<file path="config.mk">
export PLATFORM = sky130hd
export DESIGN_NAME = usb_sof_status_reg
export DESIGN_NICKNAME = d
export VERILOG_FILES = /design/src/rtl/usbfn_pkg.sv /design/src/rtl/usbfn_frame_cap.sv /design/src/rtl/usbfn_err_flag.sv /design/src/rtl/usbfn_sof_irq.sv /design/src/rtl/usb_sof_status_reg.sv
export SDC_FILE = /design/constraint.sdc
export NUM_CORES = 1
export LEC_CHECK = 0
export ABC_AREA = 1
export BUFFER_PORTS_ARGS = -buffer_cell sky130_fd_sc_hd__buf_2
export CAP_MARGIN = 20
export CORE_MARGIN = 2
export CORE_UTILIZATION = 30
export CTS_CLUSTER_SIZE = 10
export DETAILED_ROUTE_END_ITERATION = 8
export GPL_TIMING_DRIVEN = 0
export PLACE_DENSITY = 0.8
export SYNTH_ARGS = -nofsm -noshare
export SYNTH_HDL_FRONTEND = slang
export SYNTH_HIERARCHICAL = 1
export SYNTH_SLANG_ARGS = --single-unit
</file>
<file path="constraint.sdc">
create_clock -name clk -period 1.5 [get_ports clk]
set_clock_uncertainty 0.1 [all_clocks]
set_input_delay 0.3 -clock clk [delete_from_list [all_inputs] [get_ports clk]]
set_output_delay 0.3 -clock clk [all_outputs]
set_load 0.02 [all_outputs]
</file>
<file path="src/rtl/usbfn_pkg.sv">
package usbfn_pkg;

  typedef enum logic [1:0] {
    CK_PAYLOAD  = 2'd0,
    CK_TOKEN    = 2'd1,
    CK_SYNC_PID = 2'd2,
    CK_OTHER    = 2'd3
  } corrupt_kind_e;

  localparam int unsigned WORD_W = 32;

endpackage

</file>
<file path="src/rtl/usbfn_frame_cap.sv">
module usbfn_frame_cap #(
  parameter int unsigned FRAME_W = 11,
  parameter int unsigned HI_W    = 3
) (
  input  logic               clk,
  input  logic               rst,
  input  logic               sof_stb,
  input  logic [FRAME_W-1:0] sof_frame,
  output logic [HI_W-1:0]    hi_q
);
  localparam int unsigned LO_W = FRAME_W - HI_W;

  always_ff @(posedge clk) begin
    if (rst)          hi_q <= '0;
    else if (sof_stb) hi_q <= sof_frame[FRAME_W-1:LO_W];
  end


  a_r2_capture: assert property (@(posedge clk) disable iff (rst)
    sof_stb |=> hi_q == $past(sof_frame[FRAME_W-1:LO_W]));

  a_r13_hold: assert property (@(posedge clk) disable iff (rst)
    !sof_stb |=> $stable(hi_q));
endmodule

</file>
<file path="src/rtl/usbfn_err_flag.sv">
module usbfn_err_flag
  import usbfn_pkg::*;
(
  input  logic       clk,
  input  logic       rst,
  input  logic       hit_stb,
  input  logic [1:0] kind,
  input  logic       clr,
  output logic       flag_q
);
  logic payload_bad;
  assign payload_bad = hit_stb && (kind == CK_PAYLOAD);

  always_ff @(posedge clk) begin
    if (rst)              flag_q <= 1'b0;
    else if (payload_bad) flag_q <= 1'b1;
    else if (clr)         flag_q <= 1'b0;
  end


  a_r10_set_wins: assert property (@(posedge clk) disable iff (rst)
    (hit_stb && kind == 2'd0) |=> flag_q);

  a_r4_no_false_set: assert property (@(posedge clk) disable iff (rst)
    (!flag_q && (!hit_stb || kind != 2'd0)) |=> !flag_q);

  a_r5_w1c: assert property (@(posedge clk) disable iff (rst)
    (clr && !(hit_stb && kind == 2'd0)) |=> !flag_q);
  a_r5_hold: assert property (@(posedge clk) disable iff (rst)
    (flag_q && !clr) |=> flag_q);
endmodule

</file>
<file path="src/rtl/usbfn_sof_irq.sv">
module usbfn_sof_irq (
  input  logic clk,
  input  logic rst,
  input  logic sof_stb,
  input  logic wr_hit,
  input  logic wr_mask,
  input  logic wr_req_clr,
  output logic mask_q,
  output logic req_q
);
  logic req_set;
  assign req_set = sof_stb && !mask_q;

  always_ff @(posedge clk) begin
    if (rst)         mask_q <= 1'b1;
    else if (wr_hit) mask_q <= wr_mask;
  end

  always_ff @(posedge clk) begin
    if (rst)                      req_q <= 1'b0;
    else if (req_set)             req_q <= 1'b1;
    else if (wr_hit && wr_req_clr) req_q <= 1'b0;
  end


  a_r7_masked: assert property (@(posedge clk) disable iff (rst)
    (!req_q && mask_q) |=> !req_q);

  a_r10_req_set_wins: assert property (@(posedge clk) disable iff (rst)
    (sof_stb && !mask_q) |=> req_q);

  a_r8_mask_keeps_req: assert property (@(posedge clk) disable iff (rst)
    (req_q && !(wr_hit && wr_req_clr)) |=> req_q);

  a_r6_mask_load: assert property (@(posedge clk) disable iff (rst)
    wr_hit |=> mask_q == $past(wr_mask));
endmodule

</file>
<file path="src/rtl/usb_sof_status_reg.sv">
module usb_sof_status_reg
  import usbfn_pkg::*;
#(
  parameter int unsigned FRAME_W  = 11,
  parameter int unsigned FN_HI_W  = 3,
  parameter int unsigned NUM_EP   = 3,
  parameter int unsigned ADDR_W   = 8,
  parameter logic [ADDR_W-1:0] REG_ADDR = 8'h18
) (
  input  logic               clk,
  input  logic               rst,
  input  logic               sof_stb,
  input  logic [FRAME_W-1:0] sof_frame,
  input  logic [NUM_EP-1:0]  ep_corrupt_stb,
  input  logic [1:0]         corrupt_kind,
  input  logic               bus_sel,
  input  logic               bus_we,
  input  logic [ADDR_W-1:0]  bus_addr,
  input  logic [WORD_W-1:0]  bus_wdata,
  output logic [WORD_W-1:0]  bus_rdata,
  output logic               irq,
  output logic [NUM_EP-1:0]  ep_err_stat
);
  localparam int unsigned ERR_LSB  = FN_HI_W;
  localparam int unsigned MASK_BIT = ERR_LSB + NUM_EP;
  localparam int unsigned REQ_BIT  = MASK_BIT + 1;
  localparam int unsigned USED_W   = REQ_BIT + 1;

  logic                addr_hit, wr_hit;
  logic [FN_HI_W-1:0]  fn_hi;
  logic [NUM_EP-1:0]   err_q;
  logic                mask_q, req_q;
  logic [WORD_W-1:0]   word;

  assign addr_hit = bus_sel && (bus_addr == REG_ADDR);
  assign wr_hit   = addr_hit && bus_we;

  usbfn_frame_cap #(.FRAME_W(FRAME_W), .HI_W(FN_HI_W)) u_frame (
    .clk(clk), .rst(rst), .sof_stb(sof_stb), .sof_frame(sof_frame), .hi_q(fn_hi)
  );

  for (genvar i = 0; i < NUM_EP; i++) begin : g_ep
    usbfn_err_flag u_flag (
      .clk(clk), .rst(rst),
      .hit_stb(ep_corrupt_stb[i]),
      .kind(corrupt_kind),
      .clr(wr_hit && bus_wdata[ERR_LSB+i]),
      .flag_q(err_q[i])
    );
  end

  usbfn_sof_irq u_irq (
    .clk(clk), .rst(rst), .sof_stb(sof_stb),
    .wr_hit(wr_hit), .wr_mask(bus_wdata[MASK_BIT]),
    .wr_req_clr(bus_wdata[REQ_BIT]),
    .mask_q(mask_q), .req_q(req_q)
  );

  always_comb begin
    word = '0;
    word[FN_HI_W-1:0]            = fn_hi;
    word[MASK_BIT-1:ERR_LSB]     = err_q;
    word[MASK_BIT]               = mask_q;
    word[REQ_BIT]                = req_q;
  end

  assign bus_rdata   = addr_hit ? word : '0;
  assign irq         = req_q;
  assign ep_err_stat = err_q;


  a_r12_reserved_zero: assert property (@(posedge clk) disable iff (rst)
    bus_rdata[WORD_W-1:USED_W] == '0);
  a_r12_other_addr: assert property (@(posedge clk) disable iff (rst)
    !addr_hit |-> bus_rdata == '0);

  a_r11_irq_tracks: assert property (@(posedge clk) disable iff (rst)
    addr_hit |-> bus_rdata[REQ_BIT] == irq);
endmodule

</file>
# Word-level counts from Yosys, hierarchy flattened
# Cells that the tools add are included.
totals:
  reg_bits: 8
  wordCells: 32
classes:
  eq_ne: 1
  muxes: 9
  reduce_logical: 16
op_table:
  columns: ["operator", "count"]
  rows:
  - ["$logic_and 1x1->1", 10]
  - ["$eq 8x5->1 const B", 1]
  - ["$mux 1", 8]
  - ["$mux 8", 1]
  - ["$reduce_bool 2->1", 4]
  - ["$logic_not 2->1", 1]
  - ["$logic_not 1->1", 1]

# Longest topological paths before layout
# Gate-level depths: netlist of the first run.
logic_depth:
  ltp_word: 6
  mapped_depth: 8

# Modules after synthesis
# Netlist of the first run, hierarchy kept.
modules_own_cells:
  columns: ["module", "n_inst", "cells_each", "area_per_inst_um2"]
  rows:
  - ["usb_sof_status_reg", 1, 60, 396.6]
  - ["usbfn_err_flag", 3, 6, 43.8]
  - ["usbfn_frame_cap", 1, 19, 120.1]
  - ["usbfn_sof_irq", 1, 9, 73.8]

# Least setup slack after synthesis of the first run
# No wires, ideal clock.
synth_path:
  kind: "input-to-output"
  from: "in bus_addr[6]"
  to: "out bus_rdata[0]"
  arrival_ps: 916
  required_time_ps: 1100
  slack_ps: 184
  stages: 5
  n_path_buf: 0
  path_cell_list: "inv_1 > nand2_1 > nor2_4 > nand2_4 > nor3_2"
synth_between:
  elab_chain_cells: 3
synth_rtl:
  columns: ["element", "line", "rtl"]
  rows:
  - ["start, declared", "usb_sof_status_reg.sv:18", "input logic [ADDR_W-1:0] bus_addr,"]
  - ["$eq 8x5->1", "usb_sof_status_reg.sv:35", "assign addr_hit = bus_sel && (bus_addr == REG_ADDR);"]
  - ["$logic_and 1x1->1", "usb_sof_status_reg.sv:35", null]
  - ["$mux 8", "usb_sof_status_reg.sv:67", "assign bus_rdata = addr_hit ? word : '0;"]
  - ["end, declared", "usb_sof_status_reg.sv:20", "output logic [WORD_W-1:0] bus_rdata,"]
# Every way passes these cells.

# Worst setup path in the final report of the first run
layout_path:
  from: "in bus_addr[5]"
  to: "out bus_rdata[1]"
# Same word-level chain as after synthesis.

==> metrics.csv, run 1 <==
stage,metric,value,unit
power,switching part of the total,31.7,%
clocking,clock-pin slew on the worst setup and hold paths,0.05,ns
power,cell-internal power,0.398,mW
drt,DR pass1 iterations,4,
yosys,largest area contributor in the netlist,buf_4,
power,Clock Power Share,26.9,%
cells_and_area,Non-Filler Instances,198,
global_route,GR Overflow Total,0,
drt,DRC viols,0,
yosys,Yosys warnings,6,
yosys,post-synthesis cell type count,16,
place,Placer Congestion,0.711,
place,Final HPWL DP,1310,um
clocking,Hold Buf Count CTS,0,
global_route,busiest grt layer,met2,
yosys,"Seq/Total Area, Yosys",22.2,%
sta,crit share post-route,95.7,%
sta,maximum clock rate,697,MHz
yosys,Mean Syn Cell Area,6.81,um2
cells_and_area,layout cells sized above 1,50.0,%
yosys,mapped cell area,722,um2
power,Pwr Density,547,nW/um2
drt,DR iter-0 viols,4,
floorplan,Die ar.,2810,um2
floorplan,die height,53.1,um
drt,post-route ant nets,0,
floorplan,IO Count,97,
outcome,status,"complete, no violations",
floorplan,Die X,53.1,um
drt,average wire per standard cell,7.62,um
setup_path,Startpoint Class,primary input,
cells_and_area,FF+latch area,160,um2
clocking,TritonCTS clock tree,done,
cells_and_area,layout filler cell count,247,
sta,setup TNS,0,ns
place,placed cell count,194,
clocking,CTS root buffer,clkbuf_4,
sta,Hold Fails Final Rpt,0,
setup_path,Critical Path Max Stage Delay,0.16,ns
setup_path,arrival time worst endpoint,1.03,ns
global_route,initial antenna violation count,0,
sta,RSZ-0062 raised after global routing,false,
sta,Final Critical Period,1.43,ns
cells_and_area,nets@finish,233,
floorplan,Core ar.,2230,um2
global_route,grt met1 use,10.8,%
setup_path,CP Class,in -> out,
clocking,CTS Sinks,8,
global_route,met2 Usage GRT,21.7,%
drt,routed via count,704,
floorplan,Core Rows,17,
yosys,top-area cell type share of the netlist area,25.0,%
global_route,number of global-route vias before repair,608,
drt,vias per cell,3.56,
yosys,post-synthesis cell count,106,
setup_path,critical-path cell list,buf_2 > inv_2 > nand2_2 > nor2_4 > nand2_4 > nor3_2 > buf_4,
power,NetSw,0.185,mW
global_route,GRT Resource Usage Total,11.1,%
clocking,clk buf depth,2,
floorplan,Initial Utilization,32.3,%
power,Worst VDD drop,0.000235,V
cells_and_area,Layout area overhead,47.7,%
global_route,largest net degree at the start of global routing,9,
power,Comb pwr share,34.0,%
setup_path,Setup crit end kind,output port,
drt,final WL,1510,um
sta,max-slew violations,0,
power,Leak,0.647,nW
power,sequential power share,39.1,%
global_route,global-route wire length before repair,2260,um
job,max-cap violations,0,
yosys,synth top area cells,"buf_4 25%, dfxtp_1 22%, inv_1 11%, nor3_2 11%, nand2_1 8.8%",
cells_and_area,multi-input logic area,378,um2
clocking,H-Tree Depth,1,
cells_and_area,ant diodes,0,
min_path,Hold Path Class,in -> reg,
clocking,CTS buffer count,3,
setup_path,CP Max Fanout,8,
cells_and_area,"most common cell after layout, fill and taps aside",buf_2,
cells_and_area,most frequent cells in the layout,"34 x buf_2, 28 x buf_4, 24 x conb_1",
yosys,"flops & latches, synth",8,
sta,Setup Viol. Count Final,0,
clocking,Worst-Skew Late Latency,0.25,ns
global_route,met3 Use GR,1.13,%
setup_path,slowest CP cell,buf_4,
place,port bufs,37,
setup_path,CP Data Required Time,1.10,ns
registers in the layout (all words and copies together) (netlist names):
name                flops
g_ep.u_flag/flag_q      3
u_frame/hi_q            3
u_irq/mask_q            1
u_irq/req_q             1
layout make-up:
class | count | area share [%]
Inverter | 24 | 8.45
Tap cell | 28 | 3.29
Sequential cell | 8 | 15.0
Buffer | 24 | 16.9
Clock buffer | 3 | 2.11
Multi-Input combinational cell | 73 | 35.4
Timing Repair Buffer | 38 | 18.8
cell usage after synthesis (all sizes together):
cell type and number:
a21oi 5, buf 24, conb 1, dfxtp 8, inv 24, nand2 19, nand4 1, nor2 15
nor3 8, o21ai 1
worst max-delay path: cells and delay by family:
family                 cells  cell delay [ns]
buffers and inverters      3             0.31
AND/OR/NAND/NOR            4             0.42
through the flow:
| step | instance area, um2 | utilization (%) | total power [mW] | hold WS (ns) | worst slack [ns] |
|---|---|---|---|---|---|
| 3_3_place_gp | 1030 | 46.1 | 0.425 | 0.359 | 0.0611 |
| 6_report | 1070 | 47.7 | 0.584 | 0.178 | 0.0651 |
| 2_1_floorplan | 808 | - | 0.379 | 0.262 | 0.184 |
| 3_5_place_dp | 1030 | 46.1 | 0.427 | 0.366 | 0.0227 |
| 5_1_grt | 1070 | 47.7 | 0.625 | 0.194 | 0.00205 |
| 4_1_cts | 1050 | 47.1 | 0.589 | 0.165 | 0.0219 |
routing by layer:
layer  wire (um)  up-vias
li1            -      390
met1         558      285
met2         825       29
met3         124        0
met4           0        0
met5           0        -
power groups by stage:
stage               clock network (mW)  registers (mW)  logic, mW
finish                           0.157           0.228      0.199
detailed placement                   0           0.233      0.195
global route                     0.178           0.229      0.218
CTS                              0.166           0.228      0.195
global placement                     0           0.232      0.193
floorplan                            0           0.237      0.141
cell families after synthesis:
| kind of cell | share of synthesized area [%] |
|---|---|
| AOI/OAI and AO/OA | 6.24 |
| other | 0.519 |
| and+or+nand+nor | 33.6 |
| buffers and inverters | 37.4 |
| DFF | 22.2 |
repair_timing:
item                       CTS  global route
gates resized for setup      0             3
setup endpoints to repair    0             5
buffers inserted             0             1
worst paths after layout:
| path | startpoint | end | slack, ns | depth (start not counted) |
|---|---|---|---|---|
| hold reg to reg | u_frame/hi_q[2]$_SDFFE_PP0P_ | u_frame/hi_q[2]$_SDFFE_PP0P_ | 0.37 | 2 |
| hold / removal | bus_wdata[6] | u_irq/mask_q$_SDFFE_PP1P_ | 0.18 | 3 |
| setup / recovery | bus_addr[5] | bus_rdata[1] | 0.07 | 7 |
| setup reg to reg | g_ep[1].u_flag/flag_q$_SDFFE_PP0P_ | g_ep[1].u_flag/flag_q$_SDFFE_PP0P_ | 0.77 | 2 |
No activity file was read; power rests on OpenSTA's default activity.
==> inputs of run 2 (changes only) <==
==> constraint.sdc (replaced) <==
create_clock -name clk -period 1.4 [get_ports clk]
set_clock_uncertainty 0.1 [all_clocks]
set_input_delay 0.28 -clock clk [delete_from_list [all_inputs] [get_ports clk]]
set_output_delay 0.28 -clock clk [all_outputs]
set_load 0.02 [all_outputs]
==> run 2 against run 1 <==
The run now ends with negative setup slack left. Clock-buffer cell count unchanged. Global-route usage up 0.29 points. Sequential share of layout area down 0.56 points. Via count up 0.28%. Power up 9.7%. First-iteration DRC count down 25%. Flip-flop and latch count unchanged. Clock power up 7%. Final area up 6.3%. Sequential power up 7%. Non-clock buffer count up 1. Setup slack worse by 0.085 ns. Largest cell class unchanged. Largest power group unchanged.
==> metrics.csv, run 2 (same netlist as run 1, synthesis figures left out) <==
stage,metric,value,unit,change
outcome,status,finished with violations,,
outcome,failing checks,negative setup slack,,
floorplan,IO Count,97,,unchanged
cells_and_area,most frequent cells in the layout,"33 x buf_4, 26 x buf_2, 24 x conb_1",,
min_path,Hold Path Class,in -> reg,,
global_route,largest net degree at the start of global routing,9,,unchanged
floorplan,Die X,53.1,um,unchanged
sta,maximum clock rate,704,MHz,
cells_and_area,biggest regs,"g_ep.u_flag/flag_q (3), u_frame/hi_q (3)",,
drt,vias per cell,3.55,,-0.22%
place,placed cell count,194,,unchanged
job,max-cap violations,0,,unchanged
clocking,Worst-Skew Late Latency,0.25,ns,about the same
floorplan,Die ar.,2810,um2,unchanged
setup_path,Critical Path Max Stage Delay,0.20,ns,+0.04 ns
cells_and_area,"most common cell after layout, fill and taps aside",buf_4,,
sta,Final Critical Period,1.42,ns,
floorplan,Initial Utilization,32.3,%,unchanged
setup_path,FF-to-FF setup slack,0.68,ns,-0.09 ns
place,placed cell areas,1030,um2,unchanged
drt,DRC viols,0,,unchanged
drt,final WL,1590,um,+5.4%
global_route,GRT Resource Usage Total,11.4,%,+0.29 points
sta,Hold Fails Final Rpt,0,,unchanged
setup_path,slowest CP cell,nor3_4,,
sta,Setup Viol. Count Final,1,,+1
cells_and_area,final instance area,1130,um2,+6.3%
cells_and_area,final core occ,50.8,%,+3.0 points
clocking,CTS Sinks,8,,unchanged
cells_and_area,layout cells sized above 1,53.8,%,+3.8 points
floorplan,die height,53.1,um,unchanged
setup_path,Startpoint Class,primary input,,
clocking,clk buf depth,2,,unchanged
clocking,CTS buffer count,3,,unchanged
setup_path,CP Class,in -> out,,
power,Worst VDD drop,0.000256,V,+8.9%
setup_path,CP Max Fanout,8,,unchanged
clocking,CTS root buffer,clkbuf_4,,
clocking,TritonCTS clock tree,done,,
drt,DR iter-0 viols,3,,-1
place,pre-CTS setup slack,-0.0373,ns,-0.0600 ns
cells_and_area,ant diodes,0,,unchanged
global_route,global-route wire length before repair,2310,um,+2.1%
setup_path,Top Family by Delay on Critical Path,simple AND/OR/NAND/NOR gates,,
sta,setup ws final,-0.0200,ns,-0.0852 ns
power,Leak,0.672,nW,+3.8%
floorplan,Core ar.,2230,um2,unchanged
drt,average wire per standard cell,7.98,um,+4.8%
clocking,Hold Buf Count CTS,0,,unchanged
power,Pwr Density,565,nW/um2,+3.1%
setup_path,Setup crit end kind,output port,,
clocking,H-Tree Depth,1,,unchanged
setup_path,CP Data Required Time,1.02,ns,-0.08 ns
sta,max-slew violations,0,,unchanged
place,Placer Congestion,0.711,,unchanged
sta,RSZ-0062 raised after global routing,true,,
drt,routed via count,706,,+0.28%
setup_path,critical-path cell list,buf_6 > inv_2 > nand2_2 > nor2_4 > nand2_4 > nor3_4 > buf_6,,
cells_and_area,Layout area overhead,57.0,%,
floorplan,Core Rows,17,,unchanged
power,Tot Pwr,0.640,mW,+9.7%
drt,DR pass1 iterations,4,,unchanged
global_route,GR Overflow Total,0,,unchanged
place,port bufs,37,,unchanged
setup_path,arrival time worst endpoint,1.04,ns,about the same
drt,post-route ant nets,0,,unchanged
setup_path,buffers plus inverters on the worst setup path,3,,unchanged
cells_and_area,Non-Filler Instances,199,,+0.51%
cells_and_area,nets@finish,234,,+0.43%
place,Final HPWL DP,1310,um,unchanged
global_route,number of global-route vias before repair,625,,+2.8%
clocking,clock-pin slew on the worst setup and hold paths,0.05,ns,about the same
setup_path,"Top cell by count, worst path",buf_6,,
sta,crit share post-route,101,%,
global_route,initial antenna violation count,0,,unchanged
-- run 2: power by group --
part           switching [mW]  internal [mW]
combinational           0.128         0.0985
clock                  0.0707         0.0976
sequential            0.00556          0.240
total                   0.204          0.436
-- run 2: layout make-up --
cell class / instances / area [um2]
buffer: 24 / 180
clock buffer: 3 / 22.5
fill: 239 / 1100
inverter: 24 / 92.6
multi-input combinational: 73 / 397
sequential: 8 / 164
tap: 28 / 35.0
timing repair buffer: 39 / 243
-- run 2: metal layers --
metal  GRT usage [%]  share of wire (%)  up-vias
li1                -                  -      392
met1            10.8                 36      285
met2            22.7                 56       29
met3            1.13                7.9        0
met4            7.69                  0        0
met5               0                  0        -
-- run 2: worst min-delay path, cell delays in order --
cell     delay [ns]
buf_2          0.08
a21oi_1        0.05
o21ai_0        0.06
-- run 2: path summary, 6_finish.rpt --
| check | from | endpoint | cells after the start |
|---|---|---|---|
| hold reg to reg | u_frame/hi_q[2]$_SDFFE_PP0P_ | u_frame/hi_q[2]$_SDFFE_PP0P_ | 2 |
| setup reg to reg | g_ep[1].u_flag/flag_q$_SDFFE_PP0P_ | g_ep[1].u_flag/flag_q$_SDFFE_PP0P_ | 2 |
| setup / recovery | bus_addr[5] | bus_rdata[0] | 7 |
| hold / removal | bus_wdata[6] | u_irq/mask_q$_SDFFE_PP1P_ | 3 |
-- run 2: metrics by stage --
step                      hold slack, ns  setup TNS [ns]
after global placement             0.359               0
after detailed placement           0.366         -0.0847
after CTS                          0.145        -0.00154
final                              0.158         -0.0200
after global routing               0.174          -0.156
after floorplan                    0.242               0
-- run 2: repair_timing --
item	in CTS	in global routing
buffers inserted	1	1
gates resized for setup	7	15
gates cloned	0	0
endpoints found under the setup margin	8	8
pin swaps	0	1
